$ cat src/rtl/nvb_pkg.sv
package nvb_pkg;

  typedef enum logic [2:0] {
    ST_DOWN   = 3'd0,
    ST_IDLE   = 3'd1,
    ST_RECALL = 3'd2,
    ST_STORE  = 3'd3,
    ST_WCYC   = 3'd4
  } nvb_state_e;

  typedef enum logic [1:0] {
    TRG_SW   = 2'd0,
    TRG_AUTO = 2'd1,
    TRG_HW   = 2'd2
  } nvb_trig_e;

  function automatic int unsigned nvb_max3(input int unsigned a,
                                           input int unsigned b,
                                           input int unsigned c);
    int unsigned m;
    m = (a > b) ? a : b;
    return (m > c) ? m : c;
  endfunction

endpackage

$ cat src/rtl/nvb_hs_sync.sv
module nvb_hs_sync #(
  parameter int unsigned STAGES = 2
) (
  input  logic clk_i,
  input  logic rst_ni,
  input  logic pin_i,
  output logic rise_o
);
  logic [STAGES-1:0] sync_q;
  logic              prev_q;
  logic [STAGES-1:0] sync_d;

  always_comb begin
    sync_d = {sync_q[STAGES-2:0], pin_i};
  end

  always_ff @(posedge clk_i or negedge rst_ni) begin
    if (!rst_ni) begin
      sync_q <= '0;
      prev_q <= 1'b0;
    end else begin
      sync_q <= sync_d;
      prev_q <= sync_q[STAGES-1];
    end
  end

  assign rise_o = sync_q[STAGES-1] & ~prev_q;
endmodule

$ cat src/rtl/nvb_op_timer.sv
module nvb_op_timer #(
  parameter int unsigned CNT_W = 4
) (
  input  logic             clk_i,
  input  logic             rst_ni,
  input  logic             load_i,
  input  logic [CNT_W-1:0] val_i,
  output logic             zero_o
);
  logic [CNT_W-1:0] cnt_q, cnt_d;
  logic             cnt_en;

  always_comb begin
    cnt_en = load_i | (cnt_q != '0);
    cnt_d  = load_i ? val_i : (cnt_q - 1'b1);
  end

  always_ff @(posedge clk_i or negedge rst_ni) begin
    if (!rst_ni) begin
      cnt_q <= '0;
    end else if (cnt_en) begin
      cnt_q <= cnt_d;
    end
  end

  assign zero_o = (cnt_q == '0);
endmodule

$ cat src/rtl/nvb_am_flag.sv
module nvb_am_flag (
  input  logic clk_i,
  input  logic rst_ni,
  input  logic wr_i,
  input  logic busy_i,
  input  logic clr_i,
  output logic am_o
);
  logic am_q, am_d, am_en;

  always_comb begin
    am_en = clr_i | (wr_i & ~busy_i);
    am_d  = ~clr_i;
  end

  always_ff @(posedge clk_i or negedge rst_ni) begin
    if (!rst_ni) begin
      am_q <= 1'b0;
    end else if (am_en) begin
      am_q <= am_d;
    end
  end

  assign am_o = am_q;


  busy_write_ignored_chk: assert property (@(posedge clk_i) disable iff (!rst_ni)
    (busy_i && !clr_i && !am_q) |=> !am_q);
endmodule

$ cat src/rtl/nvb_seq_fsm.sv
module nvb_seq_fsm
  import nvb_pkg::*;
#(
  parameter int unsigned CNT_W    = 4,
  parameter int unsigned T_STORE  = 12,
  parameter int unsigned T_RECALL = 8,
  parameter int unsigned T_WC     = 6
) (
  input  logic             clk_i,
  input  logic             rst_ni,
  input  logic             supply_ok_i,
  input  logic             hs_rise_i,
  input  logic             sw_store_i,
  input  logic             sw_recall_i,
  input  logic             stat_wr_i,
  input  logic             ase_i,
  input  logic             am_i,
  input  logic             tmr_zero_i,
  output nvb_state_e       st_o,
  output logic             tmr_load_o,
  output logic [CNT_W-1:0] tmr_val_o,
  output logic             am_clr_o,
  output logic             abort_o,
  output logic             evset_o
);
  localparam logic [CNT_W-1:0] LD_STORE  = CNT_W'(T_STORE - 1);
  localparam logic [CNT_W-1:0] LD_RECALL = CNT_W'(T_RECALL - 1);
  localparam logic [CNT_W-1:0] LD_WC     = CNT_W'(T_WC - 1);

  nvb_state_e st_q, st_d;
  nvb_trig_e  kind_q, kind_d;
  logic       evt_q, evt_d;
  logic       pend_auto_q, pend_auto_d;
  logic       pend_hw_q, pend_hw_d;
  logic       seen_q, seen_d;
  logic       abort_q, abort_d;
  logic       evset_q, evset_d;
  logic       auto_now, hw_now;

  always_comb begin
    st_d        = st_q;
    kind_d      = kind_q;
    evt_d       = evt_q;
    pend_auto_d = pend_auto_q;
    pend_hw_d   = pend_hw_q;
    seen_d      = seen_q;
    abort_d     = 1'b0;
    evset_d     = 1'b0;
    tmr_load_o  = 1'b0;
    tmr_val_o   = '0;
    am_clr_o    = 1'b0;
    auto_now    = pend_auto_q | ~supply_ok_i;
    hw_now      = pend_hw_q | (hs_rise_i & supply_ok_i);

    case (st_q)
      ST_DOWN: begin
        if (supply_ok_i) begin
          if (!seen_q) begin
            st_d       = ST_RECALL;
            seen_d     = 1'b1;
            tmr_load_o = 1'b1;
            tmr_val_o  = LD_RECALL;
          end else begin
            st_d = ST_IDLE;
          end
        end
      end

      ST_IDLE: begin
        if (!supply_ok_i) begin
          if (ase_i && am_i) begin
            st_d       = ST_STORE;
            kind_d     = TRG_AUTO;
            abort_d    = 1'b1;
            tmr_load_o = 1'b1;
            tmr_val_o  = LD_STORE;
          end else begin
            st_d = ST_DOWN;
          end
        end else if (hs_rise_i) begin
          tmr_load_o = 1'b1;
          if (am_i) begin
            st_d      = ST_STORE;
            kind_d    = TRG_HW;
            abort_d   = 1'b1;
            tmr_val_o = LD_STORE;
          end else begin
            st_d        = ST_WCYC;
            evt_d       = 1'b1;
            pend_auto_d = 1'b0;
            pend_hw_d   = 1'b0;
            tmr_val_o   = LD_WC;
          end
        end else if (sw_store_i) begin
          st_d       = ST_STORE;
          kind_d     = TRG_SW;
          tmr_load_o = 1'b1;
          tmr_val_o  = LD_STORE;
        end else if (sw_recall_i) begin
          st_d       = ST_RECALL;
          tmr_load_o = 1'b1;
          tmr_val_o  = LD_RECALL;
        end else if (stat_wr_i) begin
          st_d        = ST_WCYC;
          evt_d       = 1'b0;
          pend_auto_d = 1'b0;
          pend_hw_d   = 1'b0;
          tmr_load_o  = 1'b1;
          tmr_val_o   = LD_WC;
        end
      end

      ST_RECALL: begin
        if (!supply_ok_i) begin
          st_d = ST_DOWN;
        end else if (tmr_zero_i) begin
          st_d     = ST_IDLE;
          am_clr_o = 1'b1;
        end
      end

      ST_STORE: begin
        if (tmr_zero_i) begin
          am_clr_o = 1'b1;
          if (kind_q == TRG_HW) begin
            st_d        = ST_WCYC;
            evt_d       = 1'b1;
            pend_auto_d = 1'b0;
            pend_hw_d   = 1'b0;
            tmr_load_o  = 1'b1;
            tmr_val_o   = LD_WC;
          end else if (kind_q == TRG_AUTO) begin
            st_d = ST_DOWN;
          end else begin
            st_d = ST_IDLE;
          end
        end
      end

      ST_WCYC: begin
        pend_auto_d = auto_now;
        pend_hw_d   = hw_now;
        if (tmr_zero_i) begin
          evset_d     = evt_q;
          pend_auto_d = 1'b0;
          pend_hw_d   = 1'b0;
          if (auto_now) begin
            if (ase_i && am_i) begin
              st_d       = ST_STORE;
              kind_d     = TRG_AUTO;
              tmr_load_o = 1'b1;
              tmr_val_o  = LD_STORE;
            end else begin
              st_d = ST_DOWN;
            end
          end else if (hw_now) begin
            tmr_load_o = 1'b1;
            if (am_i) begin
              st_d      = ST_STORE;
              kind_d    = TRG_HW;
              tmr_val_o = LD_STORE;
            end else begin
              st_d      = ST_WCYC;
              evt_d     = 1'b1;
              tmr_val_o = LD_WC;
            end
          end else begin
            st_d = ST_IDLE;
          end
        end
      end

      default: st_d = ST_DOWN;
    endcase
  end

  always_ff @(posedge clk_i or negedge rst_ni) begin
    if (!rst_ni) begin
      st_q        <= ST_DOWN;
      kind_q      <= TRG_SW;
      evt_q       <= 1'b0;
      pend_auto_q <= 1'b0;
      pend_hw_q   <= 1'b0;
      seen_q      <= 1'b0;
      abort_q     <= 1'b0;
      evset_q     <= 1'b0;
    end else begin
      st_q        <= st_d;
      kind_q      <= kind_d;
      evt_q       <= evt_d;
      pend_auto_q <= pend_auto_d;
      pend_hw_q   <= pend_hw_d;
      seen_q      <= seen_d;
      abort_q     <= abort_d;
      evset_q     <= evset_d;
    end
  end

  assign st_o    = st_q;
  assign abort_o = abort_q;
  assign evset_o = evset_q;


  store_hold_chk: assert property (@(posedge clk_i) disable iff (!rst_ni)
    (st_q == ST_STORE && !tmr_zero_i) |=> (st_q == ST_STORE));


  recall_abort_chk: assert property (@(posedge clk_i) disable iff (!rst_ni)
    (st_q == ST_RECALL && !supply_ok_i) |=> (st_q == ST_DOWN));
endmodule

$ cat src/rtl/nvb_seq_top.sv
module nvb_seq_top
  import nvb_pkg::*;
#(
  parameter int unsigned T_STORE  = 12,
  parameter int unsigned T_RECALL = 8,
  parameter int unsigned T_WC     = 6,
  parameter int unsigned HS_SYNC  = 2
) (
  input  logic clk_i,
  input  logic rst_ni,
  input  logic supply_ok_i,
  input  logic hs_pin_i,
  input  logic sram_wr_i,
  input  logic sw_store_i,
  input  logic sw_recall_i,
  input  logic stat_wr_i,
  input  logic ase_i,
  output logic busy_o,
  output logic am_o,
  output logic store_o,
  output logic recall_o,
  output logic wcyc_o,
  output logic abort_o,
  output logic event_set_o
);
  localparam int unsigned T_MAX = nvb_max3(T_STORE, T_RECALL, T_WC);
  localparam int unsigned CNT_W = (T_MAX < 2) ? 1 : $clog2(T_MAX);

  logic [1:0]       rst_sync_q;
  logic             rst_n_s;
  logic             hs_rise;
  logic             tmr_load, tmr_zero, am_clr, am;
  logic [CNT_W-1:0] tmr_val;
  nvb_state_e       st;

  always_ff @(posedge clk_i or negedge rst_ni) begin
    if (!rst_ni) begin
      rst_sync_q <= 2'b00;
    end else begin
      rst_sync_q <= {rst_sync_q[0], 1'b1};
    end
  end
  assign rst_n_s = rst_sync_q[1];

  nvb_hs_sync #(.STAGES(HS_SYNC)) hs_sync_i (
    .clk_i  (clk_i),
    .rst_ni (rst_n_s),
    .pin_i  (hs_pin_i),
    .rise_o (hs_rise)
  );

  nvb_op_timer #(.CNT_W(CNT_W)) timer_i (
    .clk_i  (clk_i),
    .rst_ni (rst_n_s),
    .load_i (tmr_load),
    .val_i  (tmr_val),
    .zero_o (tmr_zero)
  );

  nvb_seq_fsm #(
    .CNT_W   (CNT_W),
    .T_STORE (T_STORE),
    .T_RECALL(T_RECALL),
    .T_WC    (T_WC)
  ) fsm_i (
    .clk_i      (clk_i),
    .rst_ni     (rst_n_s),
    .supply_ok_i(supply_ok_i),
    .hs_rise_i  (hs_rise),
    .sw_store_i (sw_store_i),
    .sw_recall_i(sw_recall_i),
    .stat_wr_i  (stat_wr_i),
    .ase_i      (ase_i),
    .am_i       (am),
    .tmr_zero_i (tmr_zero),
    .st_o       (st),
    .tmr_load_o (tmr_load),
    .tmr_val_o  (tmr_val),
    .am_clr_o   (am_clr),
    .abort_o    (abort_o),
    .evset_o    (event_set_o)
  );

  nvb_am_flag am_i (
    .clk_i  (clk_i),
    .rst_ni (rst_n_s),
    .wr_i   (sram_wr_i),
    .busy_i (busy_o),
    .clr_i  (am_clr),
    .am_o   (am)
  );

  assign am_o     = am;
  assign store_o  = (st == ST_STORE);
  assign recall_o = (st == ST_RECALL);
  assign wcyc_o   = (st == ST_WCYC);
  assign busy_o   = (st != ST_IDLE) | ~supply_ok_i;


  am_clear_chk: assert property (@(posedge clk_i) disable iff (!rst_n_s)
    $fell(store_o) |-> !am_o);


  abort_pair_chk: assert property (@(posedge clk_i) disable iff (!rst_n_s)
    abort_o |-> store_o);


  busy_cover_chk: assert property (@(posedge clk_i) disable iff (!rst_n_s)
    (store_o || recall_o || wcyc_o) |-> busy_o);
endmodule

$ cat config.mk
export PLATFORM = sky130hd
export DESIGN_NAME = nvb_seq_top
export DESIGN_NICKNAME = d
export VERILOG_FILES = /design/src/rtl/nvb_pkg.sv /design/src/rtl/nvb_hs_sync.sv /design/src/rtl/nvb_op_timer.sv /design/src/rtl/nvb_am_flag.sv /design/src/rtl/nvb_seq_fsm.sv /design/src/rtl/nvb_seq_top.sv
export SDC_FILE = /design/constraint.sdc
export NUM_CORES = 1
export LEC_CHECK = 0
export BUFFER_PORTS_ARGS = -buffer_cell sky130_fd_sc_hd__buf_2
export CORE_AREA = 2 2 53 55
export DETAILED_ROUTE_END_ITERATION = 10
export DIE_AREA = 0 0 55 57
export PLACE_DENSITY = 0.8
export SLEW_MARGIN = 25
export SYNTH_ARGS = -nofsm -noshare
export SYNTH_HDL_FRONTEND = slang
export SYNTH_HIERARCHICAL = 1
export SYNTH_SLANG_ARGS = --single-unit
$ cat constraint.sdc
create_clock -name clk_i -period 0.8 [get_ports clk_i]
set_clock_uncertainty 0.05 [all_clocks]
set_input_delay 0.04 -clock clk_i [delete_from_list [all_inputs] [get_ports clk_i]]
set_output_delay 0.04 -clock clk_i [all_outputs]
set_load 0.01 [all_outputs]
==> flow_summary.ini, run 1 <==
[setup_path]
arrival_ps = 2280
criticalPathCategory = reg -> reg
critPathCaptureType = register
timing.rr.end = timer_i/cnt_q[3]$_DFFE_PN0P_
crit_chain = nor2b_4, or3_4, or2_4, a221o_2, a221o_1
rrSetupSlack_ps = -1310
crit_path_start_kind = register
path_max_fanout = 7
worstPathRequired_ps = 960
max_stage_delay_ps = 430
slowest_stage = dfrtp_1
r2r_start = hs_sync_i/sync_q[1]$_DFF_PN0_
ff2ff_path_depth = 5

[clock_network]
cts_tree = done
cts.sinks = 21
cts_buffer_depth = 2
root_buffer = clkbuf_4
clk_latency_ps = 310
cts_made_buffers = 3
clkTransAtPathRegs_ps = 130
htree_levels = 1

[layout]
final_common_cell = buf_4
final_net_count = 254
design_area_sq_um = 2430
layout-drive-gt1-share = 0.587
mostFrequentLayoutCells = buf_4 (50), buf_6 (21), dfrtp_1 (18)
n_antenna_cell = 0
syn2layout_area_growth_pct = 67.9
fill_cells = 84

[global_routing]
use_met3 = 0.0524
grtUsageTotal = 0.358
grtUsageMet1 = 0.445
busiest_layer = met2
grt_pass1_vias = 1735
antenna_found_initial = 0
grt_max_degree = 20
overflow = 0
use_met2 = 0.588
grt_pass1_wl_um = 8020

[route]
ant_nets = 0
viasPerCell = 6.63
vias = 1809
dr.pass1.iters = 4
wirelength_um = 6300
routedWlPerCell_um = 23.1
first_iter_violations = 107
drc_errors = 0

[yosys]
async_flop_share = 1.00
synth.avg_cell_area_sq_um = 9.11
syn_inst = 159
synth_area_sq_um = 1450
yosysUniqueCellTypes = 53
synth-main-ff-cell = dfrtp_1
seq_area_frac_synth = 0.363
synth_fp_nets = 170
yosys.area.top_type = dfrtp_1
synth_top_area_share = 0.363
synth-seq-cells = 21
ys_top_cells_by_area = dfrtp_1 (36%), nor2b_1 (4.3%), nor3b_1 (3.6%)
synth-edff-count = 0
yosys_warnings = 6

[timing]
timing.final.hold_violations = 0
maxSlewViolCount = 0
max_freq_mhz = 473
finalCriticalPeriod_ps = 2110
fin_setup_tns_ps = -19810
finalCritPeriodShare = 2.64
rsz0062_at_grt = true
layout_setup_ws_ps = -1310
setup_violations = 23
whs_ps = 152

[placed_design]
place_area_sq_um = 2000
dp_hpwl_um = 3280
numPortBuffers = 15
dp_slack_ps = -1240
gp_congestion = 0.901

[floorplanning]
fp.dieH_um = 57
io_pins = 16
die-area_sq_um = 3140
die_x_um = 55
core_sq_um = 2620
start_util = 0.554
rows = 19

[flow_run]
drv_cap = 0

[pwr]
power.leakage_nw = 1.10
p_per_area_nw_per_um2 = 4050
ir_drop_v = 0.00355
power_mw = 9.85

[min_path]
holdCritPathClass = in -> reg
hold_path.startpoint = ase_i
min_to = fsm_i/kind_q[0]$_DFFE_PN0P_
whs_path_depth = 5

[status]
status = finished, violations left
violations = negative setup slack
==> synthesized netlist by cell type (4+ instances only) <==
master	instances
a21oi_1	6
a221o_1	4
a31oi_1	4
clkbuf_1	5
dfrtp_1	21
inv_1	6
nand2_1	9
nor2_1	13
nor2b_1	10
nor3_1	6
nor3b_1	7
o21ai_0	10
==> state kept, by name, indices dropped and copies added (netlist names) <==
name and count:
am_i/am_o 1, fsm_i/abort_o 1, fsm_i/evset_o 1, fsm_i/evt_q 1, fsm_i/kind_q 2, fsm_i/pend_auto_q 1
fsm_i/pend_hw_q 1, fsm_i/seen_q 1, fsm_i/st_o 3, hs_sync_i/prev_q 1, hs_sync_i/sync_q 2, rst_sync_q 2
timer_i/cnt_q 4
==> layout make-up <==
class                           count  area, sq um  area share
Tap cell                           31         38.8      0.0159
Clock inverter                      1         5.00     0.00206
Timing Repair Buffer               90          741       0.305
Sequential cell                    21          529       0.218
Clock buffer                        3         22.5     0.00926
Multi-Input combinational cell    121         1070       0.440
Inverter                            6         25.0      0.0103
==> what timing repair did <==
action                                 CTS  global route
hold buffers                             4             0
pin swaps                               17            17
endpoints found under the hold margin    4             0
setup endpoints to repair               23            23
setup buffers                           15            10
gates resized for setup                 41            21
==> worst max-delay path by stage <==
stage / from / endpoint / slack [ps] / depth (start not counted)
after floorplan: hs_sync_i/sync_q[1]$_DFF_PN0_ / timer_i/cnt_q[3]$_DFFE_PN0P_ / -1200 / 6
after global placement: hs_sync_i/sync_q[1]$_DFF_PN0_ / timer_i/cnt_q[3]$_DFFE_PN0P_ / -1180 / 5
after detailed placement: hs_sync_i/sync_q[1]$_DFF_PN0_ / timer_i/cnt_q[3]$_DFFE_PN0P_ / -1240 / 5
after CTS: hs_sync_i/sync_q[1]$_DFF_PN0_ / timer_i/cnt_q[3]$_DFFE_PN0P_ / -1260 / 5
after global routing: hs_sync_i/sync_q[1]$_DFF_PN0_ / timer_i/cnt_q[3]$_DFFE_PN0P_ / -1320 / 5
final: hs_sync_i/sync_q[1]$_DFF_PN0_ / timer_i/cnt_q[3]$_DFFE_PN0P_ / -1310 / 5
==> critical path: cells and delay by family (launching register included) <==
kind            cells  cell delay (ps)
compound gates      2              760
flops               1              430
simple gates        3              780
==> per-layer routing <==
metal / vias to the layer above / wire (um)
met2: 131 / 3100
met4: 0 / 386
met5: - / 0
li1: 754 / -
met3: 48 / 512
met1: 876 / 2310
==> where the power goes <==
group	leakage [nW]	total (mW)	internal, mW	switching [mW]
Sequential	0.254	1.80	1.40	0.399
Clock	0.0177	0.542	0.187	0.355
Combinational	0.825	7.50	3.97	3.53
Total	1.10	9.85	5.56	4.29
==> kinds of logic (layout without fill, tap and decap cells) <==
logic type                 Yosys count  in the layout  share of synthesized area
muxes                                5              5                     0.0371
AOI/OAI and AO/OA                   48             48                      0.244
and+or+nand+nor                     64             64                      0.276
DFF                                 21             21                      0.363
adders and majority gates            2              2                     0.0173
xor gates and xnor gates             1              1                    0.00605
buffers and inverters               17            100                     0.0544
other                                1              1                    0.00259
==> stage by stage <==
| step | utilization | std cells |
|---|---|---|
| 5_1_grt | 0.930 | 273 |
| 3_3_place_gp | 0.766 | 249 |
| 2_1_floorplan | - | 159 |
| 3_5_place_dp | 0.766 | 249 |
| 4_1_cts | 0.881 | 268 |
| 6_report | 0.930 | 273 |
(Power assumes the default switching activity.)
==> inputs of run 2 (changes only) <==
--- a/config.mk
+++ b/config.mk
@@ -10,6 +10,7 @@
 export DETAILED_ROUTE_END_ITERATION = 10
 export DIE_AREA = 0 0 55 57
 export PLACE_DENSITY = 0.8
+export SKIP_LAST_GASP = 1
 export SLEW_MARGIN = 25
 export SYNTH_ARGS = -nofsm -noshare
 export SYNTH_HDL_FRONTEND = slang
==> run 2 against run 1 <==
- the run still ends with negative setup slack left
- hold slack better by 12 ps
- power fell by 0.56%
- register-to-register slack worse by 60 ps
- non-clock buffer count rose by 6
- core utilization fell by 0.29 points
- global-route usage decreased by 0.84 points
==> flow_summary.ini, run 2 (synthesis gave the netlist of run 1 again) <==
[route]
vias = 1859
wirelength_um = 6330
routedWlPerCell_um = 22.7
first_iter_violations = 122
viasPerCell = 6.66
dr.pass1.iters = 6
ant_nets = 0
drc_errors = 0

[clock_network]
root_buffer = clkbuf_4
cts_made_buffers = 3
cts.sinks = 21
clkTransAtPathRegs_ps = 140
htree_levels = 1
clk_latency_ps = 320
cts_tree = done
cts_buffer_depth = 2

[global_routing]
antenna_found_initial = 0
use_met2 = 0.561
grt_pass1_wl_um = 7870
use_met3 = 0.0602
grt_pass1_vias = 1711
overflow = 0
grtUsageMet1 = 0.447
grt_max_degree = 20
busiest_layer = met2
grtUsageTotal = 0.350

[floorplanning]
die_x_um = 55
start_util = 0.554
fp.dieH_um = 57
core_sq_um = 2620
die-area_sq_um = 3140
rows = 19
io_pins = 16

[timing]
setup_violations = 23
finalCriticalPeriod_ps = 2180
max_freq_mhz = 460
timing.final.hold_violations = 0
rsz0062_at_grt = true
finalCritPeriodShare = 2.72
fin_setup_tns_ps = -20270
layout_setup_ws_ps = -1380
maxSlewViolCount = 0

[setup_path]
criticalPathCategory = reg -> reg
critPathCaptureType = register
crit_path_start_kind = register
slowest_stage = dfrtp_1
critPathTopFamily = simple AND/OR/NAND/NOR gates
path_max_fanout = 6
worstPathRequired_ps = 1010
max_stage_delay_ps = 430
path_buf_inv = 0
crit_chain = nor2b_4, or3_4, or2_4, a221o_2, nor3_2, a221o_1
arrival_ps = 2390

[pwr]
power_mw = 9.79
power.share.switching = 0.433
power_frac_seq = 0.184
pwr-share-comb = 0.758
p_per_area_nw_per_um2 = 4040
clkPwrFrac = 0.058
power.leakage_nw = 1.12
p_int_mw = 5.55
p_switching_mw = 4.24
ir_drop_v = 0.00384

[layout]
stdcell_count = 279
layout-drive-gt1-share = 0.573
largest_register_ffs = 4
syn2layout_area_growth_pct = 67.4
mostFrequentLayoutCells = buf_4 (60), dfrtp_1 (18), buf_6 (17)
regMostFlops = timer_i/cnt_q
final_common_cell = buf_4
final_net_count = 260
n_antenna_cell = 0

[placed_design]
dp_hpwl_um = 3280
numPortBuffers = 15
post-place-cells = 249
dp_slack_ps = -1240
gp_congestion = 0.901

[min_path]
holdCritPathClass = in -> reg

[status]
violations = negative setup slack
status = finished, violations left

[flow_run]
drv_cap = 0
-- run 2: changes by cell type in the layout (fill, tap and decap cells not counted), moves of 2 or more --
cell	delta
a21oi_1	+2
a21oi_2	-2
buf_4	+10
buf_6	-4
nor2b_2	-2
-- run 2: final timing paths --
path	startpoint	end	slack, ps	cells after the start
max	hs_sync_i/sync_q[1]$_DFF_PN0_	timer_i/cnt_q[3]$_DFFE_PN0P_	-1380	6
min	ase_i	fsm_i/kind_q[0]$_DFFE_PN0P_	160	5
max reg2reg	hs_sync_i/sync_q[1]$_DFF_PN0_	timer_i/cnt_q[3]$_DFFE_PN0P_	-1380	6
min reg2reg	rst_sync_q[1]$_DFF_PN0_	fsm_i/kind_q[0]$_DFFE_PN0P_	190	1
max in group asynchronous	rst_ni	rst_sync_q[1]$_DFF_PN0_	30	3
min in group asynchronous	rst_sync_q[1]$_DFF_PN0_	fsm_i/kind_q[0]$_DFFE_PN0P_	190	1
-- run 2: area by class of cell --
cell class                      instances  area, sq um
Fill cell                              91          190
Timing Repair Buffer                   96          771
Tap cell                               31         38.8
Inverter                                6         25.0
Clock inverter                          1         5.00
Clock buffer                            3         22.5
Sequential cell                        21          529
Multi-Input combinational cell        121         1030
-- run 2: what timing repair did --
action                     4_1_cts  5_1_grt
setup buffers                   15       14
hold buffers                     4        0
hold endpoints to repair         4        0
resized for setup               32       19
setup endpoints to repair       23       23
pin swaps                       17       14
cloned                           0        0
-- run 2: power by group through the flow --
stage / Sequential (mW) / Clock (mW) / Combinational, mW
2_1_floorplan: 1.73 / 0 / 3.08
3_3_place_gp: 1.73 / 0 / 4.80
3_5_place_dp: 1.75 / 0 / 5.00
4_1_cts: 1.72 / 0.540 / 6.00
5_1_grt: 1.80 / 0.616 / 7.73
6_report: 1.80 / 0.573 / 7.42
-- run 2: worst min-delay path: stages --
cell,delay (ps)
buf_2,120
nand2_1,90
a21oi_1,60
a21oi_2,130
a31oi_1,60
-- run 2: metal layers --
metal	routed length, um	part of all wire
met1	2170	0.34
met2	3090	0.49
met3	645	0.10
met4	422	0.067
met5	0	0
-- run 2: through the flow --
| stage | hold slack, ps | area (sq um) | util |
|---|---|---|---|
| floorplan | -306 | 1560 | - |
| CTS | 136 | 2260 | 0.866 |
| global placement | -224 | 2000 | 0.766 |
| global route | 168 | 2420 | 0.927 |
| finish | 164 | 2420 | 0.927 |
| detailed placement | -223 | 2000 | 0.766 |
